==> src/rtl/servo_mux_pkg.sv <==
// Package: shared width type and the width clamp used by the width bank.
// Assumes 16-bit widths written as two 8-bit halves.
package servo_mux_pkg;
    parameter int unsigned W_BITS = 16;
    parameter int unsigned BYTE_W = 8;
    typedef logic [W_BITS-1:0] width_t;

    // Limit a requested width to the legal [lo, hi] window.
    function automatic width_t clamp_width(input width_t w, input width_t lo, input width_t hi);
        if (w < lo)
            return lo;
        else if (w > hi)
            return hi;
        else
            return w;
    endfunction
endpackage

==> src/rtl/servo_mux_heartbeat.sv <==
// Frame timer: a prescaler feeding a terminal counter, emitting a
// one-cycle strobe every max(prescale,1)*(term_count+1) clocks.
// Assumes: config may change at any time; counters past a new limit wrap.
module servo_mux_heartbeat #(
    parameter int DIV_W = 8,
    parameter int TC_W  = 16
) (
    input  logic             clk,
    input  logic             rst_n,
    input  logic [DIV_W-1:0] prescale,
    input  logic [TC_W-1:0]  term_count,
    output logic             hb_pulse
);
    logic [DIV_W-1:0] pre_q;
    logic [TC_W-1:0]  tc_q;
    logic [DIV_W-1:0] div_last;

    // Last prescaler value; a zero divide is treated as divide-by-one.
    always_comb begin
        div_last = (prescale == '0) ? '0 : prescale - DIV_W'(1);
    end

    // Advance prescaler and terminal counter, strobe on terminal wrap.
    always_ff @(posedge clk) begin
        if (!rst_n) begin
            pre_q    <= '0;
            tc_q     <= '0;
            hb_pulse <= 1'b0;
        end else begin
            hb_pulse <= 1'b0;
            if (pre_q >= div_last) begin
                pre_q <= '0;
                if (tc_q >= term_count) begin
                    tc_q     <= '0;
                    hb_pulse <= 1'b1;
                end else begin
                    tc_q <= tc_q + TC_W'(1);
                end
            end else begin
                pre_q <= pre_q + DIV_W'(1);
            end
        end
    end
endmodule

==> src/rtl/servo_mux_width_bank.sv <==
// Per-channel width storage. A low-byte write is staged; a high-byte
// write commits both halves at once. The selected channel's width is
// presented clamped to [MIN_TICKS, MAX_TICKS].
// Assumes MIN_TICKS >= 1 so a loaded width is never zero.
module servo_mux_width_bank
    import servo_mux_pkg::*;
#(
    parameter int NUM_CH    = 8,
    parameter int CH_W      = 3,
    parameter int MIN_TICKS = 3000,
    parameter int MAX_TICKS = 6000,
    parameter int RST_TICKS = 4500
) (
    input  logic              clk,
    input  logic              rst_n,
    input  logic              wr_en,
    input  logic [CH_W-1:0]   wr_ch,
    input  logic              wr_hi,
    input  logic [BYTE_W-1:0] wr_data,
    input  logic [CH_W-1:0]   rd_ch,
    output width_t            rd_width
);
    localparam width_t MIN_W = width_t'(MIN_TICKS);
    localparam width_t MAX_W = width_t'(MAX_TICKS);
    localparam width_t RST_W = width_t'(RST_TICKS);

    width_t width_q [NUM_CH];

    for (genvar g = 0; g < NUM_CH; g++) begin : g_ch
        logic [BYTE_W-1:0] stage_q;

        // Stage the low byte, commit the full width on the high byte.
        always_ff @(posedge clk) begin
            if (!rst_n) begin
                stage_q    <= RST_W[BYTE_W-1:0];
                width_q[g] <= RST_W;
            end else if (wr_en && wr_ch == CH_W'(g)) begin
                if (wr_hi)
                    width_q[g] <= {wr_data, stage_q};
                else
                    stage_q <= wr_data;
            end
        end
    end

    // Clamped width of the channel about to be served.
    always_comb begin
        rd_width = clamp_width(width_q[rd_ch], MIN_W, MAX_W);
    end
endmodule

==> src/rtl/servo_mux_pulse_timer.sv <==
// Shared one-shot width timer. A start loads the width and the channel;
// the timer counts width ticks of TICK_DIV clocks and, on the last tick,
// drops the line and strobes expiry. A new start always overrides a
// running pulse. Assumes TICK_DIV >= 2 and a nonzero load width.
module servo_mux_pulse_timer
    import servo_mux_pkg::*;
#(
    parameter int NUM_CH   = 8,
    parameter int CH_W     = 3,
    parameter int TICK_DIV = 8
) (
    input  logic              clk,
    input  logic              rst_n,
    input  logic              start,
    input  logic [CH_W-1:0]   start_ch,
    input  logic              start_en,
    input  width_t            load_width,
    output logic [NUM_CH-1:0] servo_out,
    output logic              expire
);
    localparam int SUB_W = $clog2(TICK_DIV);
    localparam logic [SUB_W-1:0] SUB_LAST = SUB_W'(TICK_DIV - 1);

    logic             running_q;
    width_t           remain_q;
    logic [SUB_W-1:0] sub_q;
    logic [CH_W-1:0]  act_ch_q;

    // Load on start, otherwise count ticks down and stop on the last one.
    always_ff @(posedge clk) begin
        if (!rst_n) begin
            running_q <= 1'b0;
            remain_q  <= '0;
            sub_q     <= '0;
            act_ch_q  <= '0;
            expire    <= 1'b0;
        end else begin
            expire <= 1'b0;
            if (start) begin
                running_q <= start_en;
                remain_q  <= load_width;
                sub_q     <= '0;
                act_ch_q  <= start_ch;
            end else if (running_q) begin
                if (sub_q == SUB_LAST) begin
                    sub_q <= '0;
                    if (remain_q <= width_t'(1)) begin
                        running_q <= 1'b0;
                        expire    <= 1'b1;
                    end else begin
                        remain_q <= remain_q - width_t'(1);
                    end
                end else begin
                    sub_q <= sub_q + SUB_W'(1);
                end
            end
        end
    end

    for (genvar g = 0; g < NUM_CH; g++) begin : g_out
        // Only the channel owning the running pulse is driven high.
        assign servo_out[g] = running_q && (act_ch_q == CH_W'(g));
    end
endmodule

==> src/rtl/servo_mux_top.sv <==
// Time-multiplexed servo pulse generator: one frame timer and one width
// timer serve NUM_CH outputs in rotation. Assumes NUM_CH >= 2.
module servo_mux_top
    import servo_mux_pkg::*;
#(
    parameter int NUM_CH    = 8,
    parameter int DIV_W     = 8,
    parameter int TC_W      = 16,
    parameter int TICK_DIV  = 8,
    parameter int MIN_TICKS = 3000,
    parameter int MAX_TICKS = 6000,
    parameter int RST_TICKS = 16'h1194,
    localparam int CH_W     = $clog2(NUM_CH),
    localparam int SLOT_W   = $clog2(NUM_CH + 1)
) (
    input  logic              clk,
    input  logic              rst_n,
    input  logic [DIV_W-1:0]  prescale,
    input  logic [TC_W-1:0]   term_count,
    input  logic [SLOT_W-1:0] slot_count,
    input  logic [NUM_CH-1:0] ch_enable,
    input  logic              wr_en,
    input  logic [CH_W-1:0]   wr_ch,
    input  logic              wr_hi,
    input  logic [7:0]        wr_data,
    output logic [NUM_CH-1:0] servo_out,
    output logic              heartbeat,
    output logic              expire
);
    logic              hb_pulse;
    logic [CH_W-1:0]   sel_q;
    logic [SLOT_W-1:0] slots_eff;
    logic [SLOT_W-1:0] sel_inc;
    logic              hb_en;
    width_t            sel_width;

    servo_mux_heartbeat #(
        .DIV_W (DIV_W),
        .TC_W  (TC_W)
    ) u_heartbeat (
        .clk        (clk),
        .rst_n      (rst_n),
        .prescale   (prescale),
        .term_count (term_count),
        .hb_pulse   (hb_pulse)
    );

    servo_mux_width_bank #(
        .NUM_CH    (NUM_CH),
        .CH_W      (CH_W),
        .MIN_TICKS (MIN_TICKS),
        .MAX_TICKS (MAX_TICKS),
        .RST_TICKS (RST_TICKS)
    ) u_width_bank (
        .clk      (clk),
        .rst_n    (rst_n),
        .wr_en    (wr_en),
        .wr_ch    (wr_ch),
        .wr_hi    (wr_hi),
        .wr_data  (wr_data),
        .rd_ch    (sel_q),
        .rd_width (sel_width)
    );

    servo_mux_pulse_timer #(
        .NUM_CH   (NUM_CH),
        .CH_W     (CH_W),
        .TICK_DIV (TICK_DIV)
    ) u_pulse_timer (
        .clk        (clk),
        .rst_n      (rst_n),
        .start      (hb_pulse),
        .start_ch   (sel_q),
        .start_en   (hb_en),
        .load_width (sel_width),
        .servo_out  (servo_out),
        .expire     (expire)
    );

    // Effective rotation length and the next slot index.
    always_comb begin
        slots_eff = (slot_count == '0 || slot_count > SLOT_W'(NUM_CH))
                    ? SLOT_W'(NUM_CH) : slot_count;
        sel_inc   = SLOT_W'(sel_q) + SLOT_W'(1);
        hb_en     = ch_enable[sel_q];
    end

    // Step the slot index on every heartbeat, wrapping at the slot count.
    always_ff @(posedge clk) begin
        if (!rst_n)
            sel_q <= '0;
        else if (hb_pulse)
            sel_q <= (sel_inc >= slots_eff) ? '0 : CH_W'(sel_inc);
    end

    assign heartbeat = hb_pulse;
endmodule

==> config.mk <==
export PLATFORM = sky130hd
export DESIGN_NAME = servo_mux_top
export DESIGN_NICKNAME = d
export VERILOG_FILES = /design/src/rtl/servo_mux_pkg.sv /design/src/rtl/servo_mux_heartbeat.sv /design/src/rtl/servo_mux_width_bank.sv /design/src/rtl/servo_mux_pulse_timer.sv /design/src/rtl/servo_mux_top.sv
export SDC_FILE = /design/constraint.sdc
export NUM_CORES = 1
export LEC_CHECK = 0
export BUFFER_PORTS_ARGS = -buffer_cell sky130_fd_sc_hd__clkbuf_2
export CORE_MARGIN = 10
export CORE_UTILIZATION = 61
export CTS_CLUSTER_DIAMETER = 60
export DETAILED_ROUTE_END_ITERATION = 6
export PLACE_DENSITY = 0.79
export SLEW_MARGIN = 20
export SYNTH_ARGS = -nofsm -noshare
export SYNTH_HDL_FRONTEND = slang
export SYNTH_SLANG_ARGS = --single-unit
==> constraint.sdc <==
create_clock -name clk -period 4.6 [get_ports clk]
set_clock_uncertainty 0.2 [all_clocks]
set_input_delay 0.46 -clock clk [delete_from_list [all_inputs] [get_ports clk]]
set_output_delay 0.46 -clock clk [all_outputs]
set_load 0.01 [all_outputs]
== Word-level counts from Yosys, hierarchy flattened ==
Memories as Yosys holds them, arrays and structs flattened. A register that Yosys moved wholly into a read port is not among the register bits.
Index checks and enable logic that the tools add are counted.

* Memories kept: 1
* RAM bits: 128
* Memory bits (read-only): 0
* Output and inout port bits: 10
* Logic and storage cells: 151
* Bits of input ports: 51
* Register bits after elaboration: 116
* Bits in latches: 0

{| class="wikitable"
|+ Memory list
! memory !! words !! width !! read ports !! clocked after memory_dff !! write ports !! line !! source
|-
| u_width_bank.width_q || 8 || 16 || 1 || 1 || 8 || servo_mux_width_bank.sv:27 || <nowiki>width_t width_q [NUM_CH];</nowiki>
|}

* Bitwise logic cells: 12
* Shifts and indexed selects: 0
* Mux-type cells: 55
* Eq/ne operators: 16
* $mul: 0
* Divide/modulo/power cells: 0
* Magnitude comparators: 8
* Reduce and logical (&&, ||, !) cells: 36
* Add/sub/neg operators: 6

{| class="wikitable"
|+ Operators by type and width
! kind !! number
|-
| $mux 16 || 15
|-
| $mux 1 || 33
|-
| $eq 3x3->1 const B || 9
|-
| $reduce_and 2->1 || 9
|-
| $add 16x1->16 const B || 1
|-
| $ge 16x16->1 || 1
|-
| $gt 16x13->1 const B || 1
|-
| $le 16x1->1 const B || 1
|-
| $logic_and 1x1->1 || 16
|-
| $lt 16x12->1 const B || 1
|-
| $sub 16x1->16 const B || 1
|-
| $eq 3x2->1 const B || 4
|-
| $mux 3 || 4
|-
| $add 8x1->8 const B || 1
|-
| $ge 8x8->1 || 1
|-
| $logic_not 8->1 || 1
|-
| $mux 8 || 1
|-
| $or 1x1->1 || 8
|-
| $sub 8x1->8 const B || 1
|-
| $eq 3x1->1 const B || 2
|-
| $logic_not 3->1 || 2
|-
| $add 3x1->4 const B || 1
|-
| $ge 4x4->1 || 1
|-
| $gt 4x4->1 const B || 1
|-
| other kinds (12) || 17
|}

== Longest topological paths before layout ==
Gate-level depths: netlist of the first run.

* Word-level depth: 7
* Mapped depth: 18
* Gate-level depth less buffers: 15

== Cells and area by module ==
A second synthesis of the first run with hierarchy kept.

* Cells, all modules: 1073
* Area total of the unflattened synthesis: 12091.6 sq um

{| class="wikitable"
|+ By module, submodules not included
! module !! cells each !! instances !! sequential area each (sq um) !! area each (sq um)
|-
| servo_mux_width_bank || 647 || 1 || 5124.9 || 8468.1
|-
| servo_mux_heartbeat || 230 || 1 || 500.5 || 1968.1
|-
| servo_mux_pulse_timer || 162 || 1 || 480.5 || 1340.0
|-
| servo_mux_top || 34 || 1 || 60.1 || 315.3
|}

== Worst setup path after synthesis of the first run ==
OpenSTA, ideal clock, no wires.

* Path type: input -> register
* Start: input prescale[0]
* End: register u_heartbeat.tc_q[10]
* Setup time: 0.128 ns
* Required time: 4.272 ns
* Arrival: 3.508 ns
* Slack: 0.764 ns
* Stages: 18
* Buffers on the path: 3
* Cells stage by stage: inv_1 -> ha_1 -> nor2b_1 -> nand3b_1 -> or3_1 -> and2_1 -> ha_1 -> nand2b_1 -> a21o_1 -> a21oi_1 -> o21ai_1 -> o22a_1 -> clkbuf_1 -> nand2b_1 -> clkbuf_1 -> o41a_1 -> clkbuf_1 -> nor2_1

* Word-level cells in the longest chain between the ends: 3
* Elaborated cells between the ends (all ways): 4
* Classes of those cells: 1 x add/sub; 1 x order compare; 1 x mux; 1 x reduce/logical

{| class="wikitable"
|+ Ends and longest elaborated chain
! item !! line !! source
|-
| start, declared || servo_mux_top.sv:18 || <nowiki>input logic [DIV_W-1:0] prescale,</nowiki>
|-
| $sub 8x1->8 / $logic_not 8->1 (equally long branches) || servo_mux_heartbeat.sv:20 || <nowiki>div_last = (prescale == '0) ? '0 : prescale - DIV_W'(1);</nowiki>
|-
| $mux 8 (*) || servo_mux_heartbeat.sv:20 ||
|-
| $ge 8x8->1 (*) || servo_mux_heartbeat.sv:31 || <nowiki>if (pre_q >= div_last) begin</nowiki>
|-
| end signal, assigned || servo_mux_heartbeat.sv:37 || <nowiki>tc_q <= tc_q + TC_W'(1);</nowiki>
|-
| end, declared || servo_mux_heartbeat.sv:15 || <nowiki>logic [TC_W-1:0] tc_q;</nowiki>
|}

Every way passes the cells marked *; elsewhere a longest branch is shown, timed or not.
A chain may end at the register's enable or synchronous reset.

==> run summary, run 1 <==
largest area contributor in the netlist: edfxtp_1
Die X: 159 um
largest net degree at the start of global routing: 51
Worst-Skew Late Latency: 0.54 ns
Setup WS post-layout: 0.973 ns
vias in the first global route: 8,206
1st-iter DRT viols: 633
Synth Register Bits: 247
startpoint types: register
syn nets: 1,158
RSZ-0062 raised after global routing: no
most frequent cells in the layout: edfxtp_1 (128), dfxtp_1 (117), nor2_1 (103)
Post-synth EDFFs: 128
Clock Path Buffers: 3
Clock transition at path regs: 0.06 ns
area added between synthesis and finish: 11.5%
Vias: 8,283
worst-path fanout max: 39
Worst EP required: 4.81 ns
Area contributors post-synth: edfxtp_1 (33%), dfxtp_1 (20%), mux2i_1 (5.4%)
initial antenna violation count: 0
GRT Total Usage: 21.2%
fin crit period: 3.63 ns
post-synthesis sequential area ratio: 53.0%
Synth Instances: 1,071
Slew Limit Fails: 0
Pleak: 5.13 nW
Synth Cell Area: 0.0117 mm2
routed wire length: 27,200 um
Worst Setup End Kind: register
Worst Path Arrival: 3.84 ns
Yosys warning count: 0
Placement Rows: 50
Unique masters post-synth: 58
total power draw: 4.64 mW
Nets: 1,205
DR DRC count: 0
Final Cycle Share: 78.9%
Num CTS Buffers: 26
power density over the cells: 354 mW/mm2
async set or reset register ratio after synthesis: 0%
dpl ws: 0.613 ns
clk sink count: 247
Routed Antenna Nets: 0
core footprint: 0.0188 mm2
setup violators final: 0
IO buf count: 60
Synth Flop Type: edfxtp_1
Filler Cell Count: 1,397
die area: 0.0252 mm2
leading cell type in the layout, fill and taps excluded: edfxtp_1
chip height: 159 um
first-pass GRT wire length: 43,800 um
Core Util, Final: 69.5%
num ports: 61
routability cong.: 0.853
Final Hold Viols: 0
VDD IR max: 0.281 mV
post-synth top area share: 32.8%
Post-CTS Resized: 0
setup TNS: 0 ns
TritonRoute pass-1 iters: 5
DPL Wire Length: 18,300 um
CTS root buffer: clkbuf_16
drt wl/cell: 19.5 um
Slew @ Worst Pin: 1.10 ns
layout cell share with drive strength beyond 1: 13.4%
Initial Util: 62.3%
Max-Cap Viols: 0
Max Fclk: 276 MHz
CTS H-tree lvls: 1
# diodes: 0
CTS tree: yes
outcome: finished clean
Hold Path Class: input pin to register
total gr overflow: 0
average size of a mapped cell: 11.0 um2
Vias/cell: 5.92
CP Class: register to register
relative slew slack: 26.6%
Setup Buffers After CTS: 0
Post-CTS Hold Buffers: 0
where the power goes:
| group | internal (mW) | leakage [nW] | switching (mW) | total (mW) |
|---|---|---|---|---|
| sequential | 2.37 | 2.16 | 0.0231 | 2.40 |
| combinational | 0.0812 | 2.57 | 0.153 | 0.234 |
| clock | 1.19 | 0.397 | 0.824 | 2.01 |
| total | 3.64 | 5.13 | 1.00 | 4.64 |
critical path, cell delays in order, from the launching register on:
cell       delay, ns
dfxtp_2         0.98
mux4_2          0.46
mux2i_1         0.40
o2111ai_1       0.24
or4_1           0.52
o21a_2          0.18
or2_4           0.25
o221a_1         0.26
registers in the layout, indices dropped and copies added, names as in the netlist, named ones only:
signal,flops
u_pulse_timer.running_q,1
u_width_bank.width_q,128
u_pulse_timer.act_ch_q,3
u_heartbeat.tc_q,16
u_pulse_timer.sub_q,3
u_heartbeat.pre_q,8
u_pulse_timer.expire,1
sel_q,3
u_pulse_timer.remain_q,16
u_width_bank.g_ch.stage_q,64
u_heartbeat.hb_pulse,1
area by class of cell:
cell class	count	area [um2]	area share (%)
Timing Repair Buffer	79	443	3.38
Inverter	29	109	0.832
Multi-Input combinational cell	735	5160	39.4
Clock buffer	36	708	5.41
Tap cell	260	325	2.49
Sequential cell	247	6230	47.6
Clock inverter	12	116	0.889
cells by family after synthesis:
logic type               share of synthesized area [%]
XOR/XNOR                                          2.61
adder cells (fa/ha/maj)                           3.84
AND/OR/NAND/NOR                                   20.4
AO/OA/AOI/OAI                                     5.58
buffers and inverters                             3.08
flip-flops                                        53.0
multiplexers                                      11.4
cells in the mapped netlist (5+ instances only):
cell type / count
and3_1: 10
mux4_2: 19
nor4_1: 6
mux4_1: 7
nor3_1: 29
and2_1: 93
xnor2_1: 10
nand3b_1: 5
edfxtp_1: 128
dfxtp_1: 119
nor2_1: 103
o21ai_0: 19
clkbuf_1: 47
or3_1: 36
nand2b_1: 31
xor2_1: 25
o221a_1: 7
nor3b_1: 5
nand4_1: 11
a21oi_1: 39
nand3_1: 30
nand2_1: 88
nor2b_1: 10
buf_2: 7
ha_1: 36
o22ai_1: 5
mux2_2: 9
inv_1: 28
mux2i_1: 63
layer usage:
metal  GRT usage (%)  routed length, um
met5               0                  0
met3            3.33               1840
met1            27.7              11400
met4            7.19                911
met2            35.2              13100
final timing paths:
check	start	endpoint	slack [ns]	depth (start not counted)
max	register	u_pulse_timer.remain_q[9]	0.97	7
min	wr_data[5]	u_width_bank.g_ch[7].stage_q[5]	0.23	3
min reg2reg	u_width_bank.g_ch[3].stage_q[0]	u_width_bank.g_ch[3].stage_q[0]	0.25	2
max reg2reg	register	u_pulse_timer.remain_q[9]	0.97	7
stage by stage:
stage | std cells | area (um2) | hold WS [ns]
4_1_cts | 1398 | 13100 | 0.211
6_report | 1398 | 13100 | 0.228
3_5_place_dp | 1350 | 12300 | 0.243
3_3_place_gp | 1350 | 12300 | 0.238
5_1_grt | 1398 | 13100 | 0.245
2_1_floorplan | 1071 | 11700 | 0.232
Power figures use the tool's default switching activity.
==> inputs of run 2 (changes only) <==
Clock period 4.6 ns to 3.7 ns, I/O delays scaled along.
==> run summary, run 2 (synthesized netlist as in run 1, its figures left out) <==
outcome: finished clean
# diodes: 0 (unchanged)
DP Area: 0.0124 mm2 (+1.1%)
routability cong.: 0.888 (+4.1%)
Worst-Skew Late Latency: 0.54 ns (about the same)
setup violators final: 0 (unchanged)
Setup Buffers After CTS: 0 (unchanged)
Worst Path Buf+Inv: 1 (+1)
Worst Path Arrival: 3.58 ns (-0.26 ns)
Slew Limit Fails: 0 (unchanged)
most frequent cells in the layout: edfxtp_1 (128), dfxtp_1 (118), nor2_1 (103)
Post-CTS Resized: 0 (unchanged)
routed wire length: 28,200 um (+3.6%)
Placement Rows: 50 (unchanged)
chip height: 159 um (unchanged)
Max-Cap Viols: 0 (unchanged)
leading cell type in the layout, fill and taps excluded: edfxtp_1
Clock Path Buffers: 3 (unchanged)
Worst EP required: 3.92 ns (-0.89 ns)
setup TNS: 0 ns (unchanged)
Hold Path Class: input pin to register
IO buf count: 60 (unchanged)
Num CTS Buffers: 27 (+3.8%)
CTS H-tree lvls: 1 (unchanged)
slowest cell delay on critical path: 0.60 ns (-0.38 ns)
drt wl/cell: 20.0 um (+2.6%)
Routed Antenna Nets: 0 (unchanged)
DPL Wire Length: 19,100 um (+4.4%)
layout cell share with drive strength beyond 1: 14.4% (+1.1 points)
Nets: 1,218 (+1.1%)
1st-iter DRT viols: 643 (+1.6%)
relative slew slack: 38.3% (+12 points)
cell area after layout: 0.0132 mm2 (+1.1%)
Vias: 8,311 (+0.34%)
vias in the first global route: 8,142 (-0.78%)
CTS tree: yes
biggest regs: u_width_bank.width_q: 128 flops, u_width_bank.g_ch.stage_q: 64 flops
most flop-heavy register: u_width_bank.width_q
first-pass GRT wire length: 44,400 um (+1.4%)
clk sink count: 247 (unchanged)
cell family with most CP delay: multiplexers
Vias/cell: 5.89 (-0.59%)
die area: 0.0252 mm2 (unchanged)
area added between synthesis and finish: 12.8%
Pleak: 5.21 nW (+1.6%)
initial antenna violation count: 1 (+1)
TritonRoute pass-1 iters: 7 (+2)
DR DRC count: 0 (unchanged)
CP Cell Sequence: buf_12 -> mux4_1 -> mux2i_1 -> o2111ai_1 -> or4_1 -> o21a_2 -> or2_4 -> o221a_1
Worst Setup End Kind: register
total gr overflow: 0 (unchanged)
Max Fclk: 297 MHz (+7.7%)
max FFs per register: 128 (unchanged)
worst-path fanout max: 19 (-51%)
Clock transition at path regs: 0.06 ns (about the same)
Final Hold Viols: 0 (unchanged)
total power draw: 5.81 mW (+25%)
fin crit period: 3.37 ns (-0.260 ns)
largest net degree at the start of global routing: 49 (-3.9%)
Initial Util: 62.3% (unchanged)
power density over the cells: 439 mW/mm2 (+24%)
VDD IR max: 0.413 mV (+47%)
CTS root buffer: clkbuf_16
Die X: 159 um (unchanged)
GRT Total Usage: 21.7% (+0.51 points)
num ports: 61 (unchanged)
Post-CTS Hold Buffers: 1 (+1)
startpoint types: register
slowest stage cell, crit path: dfxtp_1
CP Class: register to register
Slew @ Worst Pin: 0.918 ns (-0.179 ns)
core footprint: 0.0188 mm2 (unchanged)
Final Cycle Share: 91.0% (+12 points)
RSZ-0062 raised after global routing: no
-- run 2: changes by cell type in the layout (fill, tap and decap cells not counted), moves of 2 or more --
| cell | previous run | this run |
|---|---|---|
| buf_4 | 19 | 26 |
| clkinv_1 | 7 | 4 |
| clkbuf_16 | 26 | 28 |
| buf_12 | 0 | 4 |
| inv_6 | 0 | 4 |
| bufinv_16 | 2 | 0 |
-- run 2: worst paths after layout --
path	slack, ns	startpoint	cells after the start	endpoint
worst max-delay path	0.33	register	8	u_pulse_timer.remain_q[4]
worst min-delay path	0.14	wr_data[5]	3	u_width_bank.g_ch[7].stage_q[5]
worst max register to register	0.33	register	8	u_pulse_timer.remain_q[4]
worst min register to register	0.25	u_width_bank.g_ch[7].stage_q[1]	2	u_width_bank.g_ch[7].stage_q[1]
-- run 2: cell type report --
cell class	instances	area (um2)
timing repair buffer	91	586
clock inverter	10	61.3
multi-input combinational	735	5160
tap	260	325
sequential	247	6230
inverter	29	109
fill	1342	5590
clock buffer	39	772
-- run 2: report_power, final --
part / leakage, nW / switching [mW] / internal, mW
Sequential: 2.16 / 0.0324 / 2.95
Combinational: 2.64 / 0.192 / 0.105
Clock: 0.411 / 1.08 / 1.45
Total: 5.21 / 1.30 / 4.51
-- run 2: metal layers --
layer,GRT usage [%],up-vias,share of wire [%]
li1,-,3921,-
met3,4.13,55,7.7
met2,36.7,321,49
met1,27.6,4014,40
met4,6.68,0,2.6
met5,0,-,0
-- run 2: tightest hold or removal path, cell delays in order --
cell	delay [ns]
clkbuf_2	0.26
nand2_1	0.13
a21oi_1	0.06
-- run 2: metrics by stage --
| step | instances | hold WS, ns | util, % | setup slack [ns] |
|---|---|---|---|---|
| global placement | 1361 | 0.237 | 65.8 | 0.145 |
| global route | 1411 | 0.169 | 70.3 | 0.200 |
| finish | 1411 | 0.139 | 70.3 | 0.332 |
| floorplan | 1071 | 0.232 | - | 0.0476 |
| detailed placement | 1361 | 0.244 | 65.8 | 0.000318 |
| CTS | 1411 | 0.128 | 70.3 | 0.331 |
